$ cat src/rtl/lcdseq_pkg.sv
package lcdseq_pkg;

  typedef enum logic [1:0] {
    S_PWRUP,
    S_REQ,
    S_WAIT,
    S_READY
  } seq_state_e;

  typedef enum logic [2:0] {
    ST_FUNC,
    ST_DISP,
    ST_CLR,
    ST_ENTRY,
    ST_ADDR,
    ST_DATA
  } seq_step_e;

  localparam logic [7:0] CLEAR_BYTE = 8'h01;

  function automatic logic [7:0] func_set_byte(input bit two_line, input bit big_font);
    return {4'b0011, two_line, big_font, 2'b00};
  endfunction

  function automatic logic [7:0] disp_ctrl_byte(input bit disp_on, input bit cur_on, input bit blink_on);
    return {5'b00001, disp_on, cur_on, blink_on};
  endfunction

  function automatic logic [7:0] entry_byte(input bit incr, input bit shift);
    return {6'b000001, incr, shift};
  endfunction

  function automatic logic [7:0] ddram_set_byte(input logic [6:0] addr);
    return {1'b1, addr};
  endfunction

  // Row start inside display memory: odd rows live in the upper half,
  // rows 2 and 3 continue their upper/lower partner one row-width on.
  function automatic logic [6:0] row_base(input logic [1:0] row, input int unsigned cols);
    logic [6:0] base;
    case (row)
      2'd0:    base = 7'h00;
      2'd1:    base = 7'h40;
      2'd2:    base = 7'(cols);
      default: base = 7'h40 + 7'(cols);
    endcase
    return base;
  endfunction

  function automatic seq_step_e next_step(input seq_step_e s);
    seq_step_e n;
    case (s)
      ST_FUNC:  n = ST_DISP;
      ST_DISP:  n = ST_CLR;
      ST_CLR:   n = ST_ENTRY;
      ST_ADDR:  n = ST_DATA;
      default:  n = ST_FUNC;
    endcase
    return n;
  endfunction

  function automatic bit step_is_last(input seq_step_e s);
    return (s == ST_ENTRY) || (s == ST_DATA);
  endfunction

endpackage

$ cat src/rtl/lcdseq_timer.sv
module lcdseq_timer #(
  parameter int              CNT_W   = 8,
  parameter logic [CNT_W-1:0] RST_VAL = '0
) (
  input  logic             clk,
  input  logic             rst_n,
  input  logic             load,
  input  logic [CNT_W-1:0] load_val,
  output logic             expired
);

  logic [CNT_W-1:0] cnt;

  always_ff @(posedge clk or negedge rst_n) begin
    if (!rst_n)            cnt <= RST_VAL;
    else if (load)         cnt <= load_val;
    else if (cnt != '0)    cnt <= cnt - 1'b1;
  end

  assign expired = (cnt == '0);

  // the wait shrinks by exactly one per cycle until it runs out
  a_r3_count_down: assert property (@(posedge clk) disable iff (!rst_n)
    (!load && !expired) |=> (cnt == $past(cnt) - 1'b1));

  // a freshly loaded wait of more than one cycle is not yet over
  a_r3_load_not_expired: assert property (@(posedge clk) disable iff (!rst_n)
    (load && load_val != '0) |=> !expired);

endmodule

$ cat src/rtl/lcdseq_addr_map.sv
module lcdseq_addr_map
  import lcdseq_pkg::*;
#(
  parameter int ROW_W = 3,
  parameter int COL_W = 5,
  parameter int ROWS  = 4,
  parameter int COLS  = 20
) (
  input  logic [ROW_W-1:0] row,
  input  logic [COL_W-1:0] col,
  output logic             in_range,
  output logic [6:0]       ddaddr
);

  logic row_ok;
  logic col_ok;

  assign row_ok   = (int'(row) < ROWS);
  assign col_ok   = (int'(col) < COLS);
  assign in_range = row_ok && col_ok;
  assign ddaddr   = row_base(row[1:0], COLS) + 7'(col);

  // a legal position always lands inside one of the two memory halves
  always_comb begin
    if (in_range) begin
      a_r6_addr_window: assert ((ddaddr < 7'(2 * COLS)) ||
                                (ddaddr >= 7'h40 && ddaddr < 7'h40 + 7'(2 * COLS)));
    end
  end

endmodule

$ cat src/rtl/lcdseq_ctrl.sv
module lcdseq_ctrl
  import lcdseq_pkg::*;
#(
  parameter int CNT_W     = 8,
  parameter int CMD_WAIT  = 4,
  parameter int CLR_WAIT  = 8,
  parameter int DATA_WAIT = 4,
  parameter bit TWO_LINE  = 1'b1,
  parameter bit BIG_FONT  = 1'b0,
  parameter bit DISP_ON   = 1'b1,
  parameter bit CURSOR_ON = 1'b0,
  parameter bit BLINK_ON  = 1'b0,
  parameter bit INCR      = 1'b1,
  parameter bit SHIFT     = 1'b0
) (
  input  logic             clk,
  input  logic             rst_n,
  input  logic             tmr_expired,
  output logic             tmr_load,
  output logic [CNT_W-1:0] tmr_val,
  output logic             cmd_req,
  output logic             cmd_rs,
  output logic [7:0]       cmd_byte,
  input  logic             cmd_done,
  input  logic             wr_valid,
  input  logic             wr_inrange,
  input  logic [6:0]       wr_ddaddr,
  input  logic [7:0]       wr_char,
  output logic             ready,
  output logic             wr_err
);

  seq_state_e state;
  seq_step_e  step;
  logic [6:0] addr_q;
  logic [7:0] char_q;
  logic       err_q;
  logic       init_done;

  logic done_evt;
  logic wait_over;
  logic pwr_over;
  logic accept_ok;
  logic accept_bad;

  assign done_evt   = (state == S_REQ) && cmd_done;
  assign wait_over  = (state == S_WAIT) && tmr_expired;
  assign pwr_over   = (state == S_PWRUP) && tmr_expired;
  assign accept_ok  = (state == S_READY) && wr_valid && wr_inrange;
  assign accept_bad = (state == S_READY) && wr_valid && !wr_inrange;

  function automatic logic [CNT_W-1:0] wait_len(input seq_step_e s);
    logic [CNT_W-1:0] w;
    case (s)
      ST_CLR:  w = CNT_W'(CLR_WAIT - 1);
      ST_DATA: w = CNT_W'(DATA_WAIT - 1);
      default: w = CNT_W'(CMD_WAIT - 1);
    endcase
    return w;
  endfunction

  always_comb begin
    case (step)
      ST_FUNC:  cmd_byte = func_set_byte(TWO_LINE, BIG_FONT);
      ST_DISP:  cmd_byte = disp_ctrl_byte(DISP_ON, CURSOR_ON, BLINK_ON);
      ST_CLR:   cmd_byte = CLEAR_BYTE;
      ST_ENTRY: cmd_byte = entry_byte(INCR, SHIFT);
      ST_ADDR:  cmd_byte = ddram_set_byte(addr_q);
      default:  cmd_byte = char_q;
    endcase
  end

  assign cmd_rs   = (step == ST_DATA);
  assign cmd_req  = (state == S_REQ);
  assign ready    = (state == S_READY);
  assign wr_err   = err_q;
  assign tmr_load = done_evt;
  assign tmr_val  = wait_len(step);

  always_ff @(posedge clk or negedge rst_n) begin
    if (!rst_n) begin
      state     <= S_PWRUP;
      step      <= ST_FUNC;
      addr_q    <= '0;
      char_q    <= '0;
      err_q     <= 1'b0;
      init_done <= 1'b0;
    end else begin
      err_q <= accept_bad;
      case (state)
        S_PWRUP: if (pwr_over) state <= S_REQ;
        S_REQ:   if (done_evt) state <= S_WAIT;
        S_WAIT: begin
          if (wait_over) begin
            if (step_is_last(step)) begin
              state     <= S_READY;
              init_done <= 1'b1;
            end else begin
              step  <= next_step(step);
              state <= S_REQ;
            end
          end
        end
        default: begin
          if (accept_ok) begin
            addr_q <= wr_ddaddr;
            char_q <= wr_char;
            step   <= ST_ADDR;
            state  <= S_REQ;
          end
        end
      endcase
    end
  end

  a_r4_req_held: assert property (@(posedge clk) disable iff (!rst_n)
    (cmd_req && !cmd_done) |=> cmd_req);

  a_r4_byte_stable: assert property (@(posedge clk) disable iff (!rst_n)
    (cmd_req && !cmd_done) |=> $stable({cmd_rs, cmd_byte}));

  a_r4_req_drops: assert property (@(posedge clk) disable iff (!rst_n)
    (cmd_req && cmd_done) |=> !cmd_req);

  a_r5_ready_excl: assert property (@(posedge clk) disable iff (!rst_n)
    !(ready && cmd_req));

  a_r5_ready_after_wait: assert property (@(posedge clk) disable iff (!rst_n)
    $rose(ready) |-> $past(tmr_expired));

  a_r7_err_keeps_ready: assert property (@(posedge clk) disable iff (!rst_n)
    wr_err |-> ready);

  a_r8_idle_no_error: assert property (@(posedge clk) disable iff (!rst_n)
    (!ready && wr_valid) |=> !wr_err);

  a_r2_init_is_command: assert property (@(posedge clk) disable iff (!rst_n)
    (cmd_req && !init_done) |-> !cmd_rs);

endmodule

$ cat src/rtl/lcd_init_seq.sv
module lcd_init_seq #(
  parameter int PWRUP_CYC = 1_500_000,
  parameter int CMD_WAIT  = 1_950,
  parameter int CLR_WAIT  = 76_500,
  parameter int DATA_WAIT = 2_150,
  parameter int ROW_W     = 3,
  parameter int COL_W     = 5,
  parameter int ROWS      = 4,
  parameter int COLS      = 20,
  parameter bit TWO_LINE  = 1'b1,
  parameter bit BIG_FONT  = 1'b0,
  parameter bit DISP_ON   = 1'b1,
  parameter bit CURSOR_ON = 1'b0,
  parameter bit BLINK_ON  = 1'b0,
  parameter bit INCR      = 1'b1,
  parameter bit SHIFT     = 1'b0
) (
  input  logic             clk,
  input  logic             rst_n,
  output logic             cmd_req,
  output logic             cmd_rs,
  output logic [7:0]       cmd_byte,
  input  logic             cmd_done,
  input  logic             wr_valid,
  input  logic [ROW_W-1:0] wr_row,
  input  logic [COL_W-1:0] wr_col,
  input  logic [7:0]       wr_char,
  output logic             ready,
  output logic             wr_err
);

  localparam int MAX_A    = (PWRUP_CYC > CLR_WAIT) ? PWRUP_CYC : CLR_WAIT;
  localparam int MAX_B    = (CMD_WAIT > DATA_WAIT) ? CMD_WAIT : DATA_WAIT;
  localparam int MAX_WAIT = (MAX_A > MAX_B) ? MAX_A : MAX_B;
  localparam int CNT_W    = $clog2(MAX_WAIT + 1);

  logic             tmr_load;
  logic [CNT_W-1:0] tmr_val;
  logic             tmr_expired;
  logic             wr_inrange;
  logic [6:0]       wr_ddaddr;

  lcdseq_timer #(
    .CNT_W   (CNT_W),
    .RST_VAL (CNT_W'(PWRUP_CYC - 1))
  ) u_timer (
    .clk      (clk),
    .rst_n    (rst_n),
    .load     (tmr_load),
    .load_val (tmr_val),
    .expired  (tmr_expired)
  );

  lcdseq_addr_map #(
    .ROW_W (ROW_W),
    .COL_W (COL_W),
    .ROWS  (ROWS),
    .COLS  (COLS)
  ) u_map (
    .row      (wr_row),
    .col      (wr_col),
    .in_range (wr_inrange),
    .ddaddr   (wr_ddaddr)
  );

  lcdseq_ctrl #(
    .CNT_W     (CNT_W),
    .CMD_WAIT  (CMD_WAIT),
    .CLR_WAIT  (CLR_WAIT),
    .DATA_WAIT (DATA_WAIT),
    .TWO_LINE  (TWO_LINE),
    .BIG_FONT  (BIG_FONT),
    .DISP_ON   (DISP_ON),
    .CURSOR_ON (CURSOR_ON),
    .BLINK_ON  (BLINK_ON),
    .INCR      (INCR),
    .SHIFT     (SHIFT)
  ) u_ctrl (
    .clk         (clk),
    .rst_n       (rst_n),
    .tmr_expired (tmr_expired),
    .tmr_load    (tmr_load),
    .tmr_val     (tmr_val),
    .cmd_req     (cmd_req),
    .cmd_rs      (cmd_rs),
    .cmd_byte    (cmd_byte),
    .cmd_done    (cmd_done),
    .wr_valid    (wr_valid),
    .wr_inrange  (wr_inrange),
    .wr_ddaddr   (wr_ddaddr),
    .wr_char     (wr_char),
    .ready       (ready),
    .wr_err      (wr_err)
  );

endmodule

$ cat config.mk
export PLATFORM = sky130hd
export DESIGN_NAME = lcd_init_seq
export DESIGN_NICKNAME = d
export VERILOG_FILES = /design/src/rtl/lcdseq_pkg.sv /design/src/rtl/lcdseq_timer.sv /design/src/rtl/lcdseq_addr_map.sv /design/src/rtl/lcdseq_ctrl.sv /design/src/rtl/lcd_init_seq.sv
export SDC_FILE = /design/constraint.sdc
export NUM_CORES = 1
export LEC_CHECK = 0
export BUFFER_PORTS_ARGS = -buffer_cell sky130_fd_sc_hd__clkbuf_2
export CORE_AREA = 5 5 95 97
export CTS_CLUSTER_SIZE = 25
export DETAILED_ROUTE_END_ITERATION = 7
export DIE_AREA = 0 0 100 102
export PLACE_DENSITY = 0.54
export SYNTH_ARGS = -nofsm -noshare
export SYNTH_HDL_FRONTEND = slang
export SYNTH_HIERARCHICAL = 1
export SYNTH_SLANG_ARGS = --single-unit
$ cat constraint.sdc
create_clock -name clk -period 2.1 [get_ports clk]
set_input_delay 0.42 -clock clk [delete_from_list [all_inputs] [get_ports clk]]
set_output_delay 0.42 -clock clk [all_outputs]
set_load 0.02 [all_outputs]
==> results.cfg <==
[die]
die_x_microns = 100
fp.coreArea_sq_um = 8050
design.portCount = 32
start_util_pct = 34.1
die_y_microns = 102
num_rows = 33
dieArea_sq_um = 10200

[place]
io_buffer_count = 31
place.gp.congestion = 0.792
dp_hpwl_microns = 4270
placed_area_sq_um = 3020

[cells_and_area]
multi_input_area_sq_um = 1530
design_area_sq_um = 3200
fin_nets = 335
final_common_cell = clkbuf_2
area_growth_pct = 16.3
final_cell_mix = clkbuf_2 (31), dfrtp_1 (27), nand2_1 (24)
drive_gt1_share_pct = 38.6
n_antenna_cell = 0
ff_latch_area_sq_um = 1070
n_fill_cell = 817

[route]
dr.pass1.iters = 7
wl_met2_microns = 2870
vias_per_cell = 5.01
wirelength_microns = 6050
num_vias = 2060
drtIter0Drc = 59
m1WireLength_microns = 2860
route.detailed.drc = 0
top_layer = met4
wl_met3_microns = 290
postRouteAntennaNets = 0
routedWlPerCell_microns = 14.7

[outcome]
status = completed

[synthesis]
synth.avg_cell_area_sq_um = 10.3
yosysSeqAreaShare_pct = 38.9
synthFlopType = dfrtp_1
ys.warnings.count = 6
ys_async_sr_fraction_pct = 100
ys_ff_latch = 42
synthCells = 268
synth_edf_count = 0
synth_cell_type_count = 55
synth_area_sq_um = 2750

[clock_tree]
cts_hold_buffers = 0
h-tree-depth = 2
clk_latency_ps = 300
clock_path_buffers = 2
clockRootBuffer = clkbuf_8
cts_tree = yes
cts_sinks = 42
numCtsBuffers = 5
path_clk_slew_ps = 90

[global_routing]
grt_pass1_wl_microns = 10500
grt_pass1_vias = 2110
track_usage_pct = 12.7
grt_max_degree = 43
antenna_found_initial = 0
grt.overflow.total = 0

[worst_setup_path]
crit_required_ps = 2290
critical_path.endpoint_type = flop
cp_max_fo = 5
startpoint_type = flop
arrival_ps = 2250
critPathKind = flop to flop

[timing]
clock-skew-final_ps = 4.33
fmax_ghz = 0.485
min_period_ps = 2060
rsz0062_at_grt = true
hold_viol = 0
fin_tns_setup_ps = 0
max_slew_margin_pct = 62.6
finalCritPeriodShare_pct = 98.2
slew_violations = 0
worstMarginPinSlew_ps = 559
setup_viol = 0

[job]
drv_cap = 0

[power]
max-vdd-ir-drop_mv = 0.741
power_density_nw_per_um2 = 1450
p_leak_nw = 1.40

[hold_path]
hp-class = input port to asynchronous set/reset pin
-- state kept, by name, summed over array words and instances, names as in the netlist --
register,flops
u_ctrl/wr_err,1
u_ctrl/step,3
u_ctrl/char_q,8
u_ctrl/addr_q,7
u_timer/cnt,21
u_ctrl/state,2
-- cells by family after synthesis --
family / count (synthesis) / share of synthesized area (%)
AOI/OAI and AO/OA: 57 / 15.1
adders and majority gates: 10 / 4.55
xor gates and xnor gates: 18 / 5.74
and+or+nand+nor: 80 / 17.3
buffers and inverters: 40 / 9.29
other: 2 / 0.273
muxes: 19 / 8.93
DFF: 42 / 38.9
-- per-stage QoR --
step                total power [mW]  hold slack, ps  instances  utilization, %  setup slack, ps
global placement                3.95             486        402            37.5             24.0
CTS                             4.54             212        410            38.6             13.7
floorplan                       3.33             124        274               -             16.4
detailed placement              3.98             489        402            37.5            -32.8
global route                    5.03             246        411            39.7            -51.5
finish                          4.64             183        411            39.7             38.8
-- cell usage after synthesis, drive strengths merged, types with 6 or more instances --
| library cell | count | area share [%] |
|---|---|---|
| dfrtp | 28 | 26 |
| buf | 25 | 7.2 |
| nand2 | 24 | 3.3 |
| mux2 | 17 | 8.2 |
| dfstp | 14 | 13 |
| nor2 | 14 | 2.2 |
| xnor2 | 13 | 4.1 |
| o21ai | 11 | 2.1 |
| ha | 10 | 4.6 |
| inv | 10 | 1.4 |
| o31ai | 10 | 2.7 |
| nand3 | 7 | 1.3 |
| a22o | 6 | 1.9 |
-- metal layers --
layer  GRT usage [%]  vias up
li1                -     1010
met1            16.7      998
met2            20.9       49
met3            3.89        3
met4            2.49        0
met5               0        -
-- worst max-delay path: stages, from the launching register on --
cell and delay, ps:
dfstp_2 380, inv_2 70, ha_4 130, or4b_4 470, nor4b_4 280, and2_4 210, nand2b_4 170, nand3_2 90
o2bb2ai_2 150
-- where the power goes --
group	internal, mW	switching (mW)	total [mW]	leakage [nW]
sequential	1.28	0.355	1.63	0.490
combinational	1.15	1.33	2.48	0.863
clock	0.231	0.302	0.533	0.0450
-- worst paths after layout --
check / from / end / slack, ps / cells past startpoint
setup reg to reg: u_timer/cnt[1] / u_ctrl/step[1] / 40 / 8
hold reg to reg: u_ctrl/char_q[6] / u_ctrl/char_q[6] / 510 / 1
max in group asynchronous: rst_n / u_ctrl/step[2] / 1520 / 2
setup / recovery: u_timer/cnt[1] / u_ctrl/step[1] / 40 / 8
hold / removal: rst_n / u_timer/cnt[10] / 180 / 2
min in group clk: wr_valid / u_ctrl/wr_err / 340 / 3
-- cell type report --
cell class	count	area share, %
sequential	42	33.5
inverter	10	1.17
tap	105	4.11
multi-input combinational	192	47.9
clock buffer	6	2.27
clock inverter	2	0.313
timing repair buffer	54	10.8
-- repair_timing --
item | 4_1_cts | 5_1_grt
pin swaps | 0 | 10
resized for setup | 2 | 17
gates cloned | 0 | 0
endpoints found under the setup margin | 3 | 17
buffers inserted | 0 | 1
No activity file was read; power rests on OpenSTA's default activity.
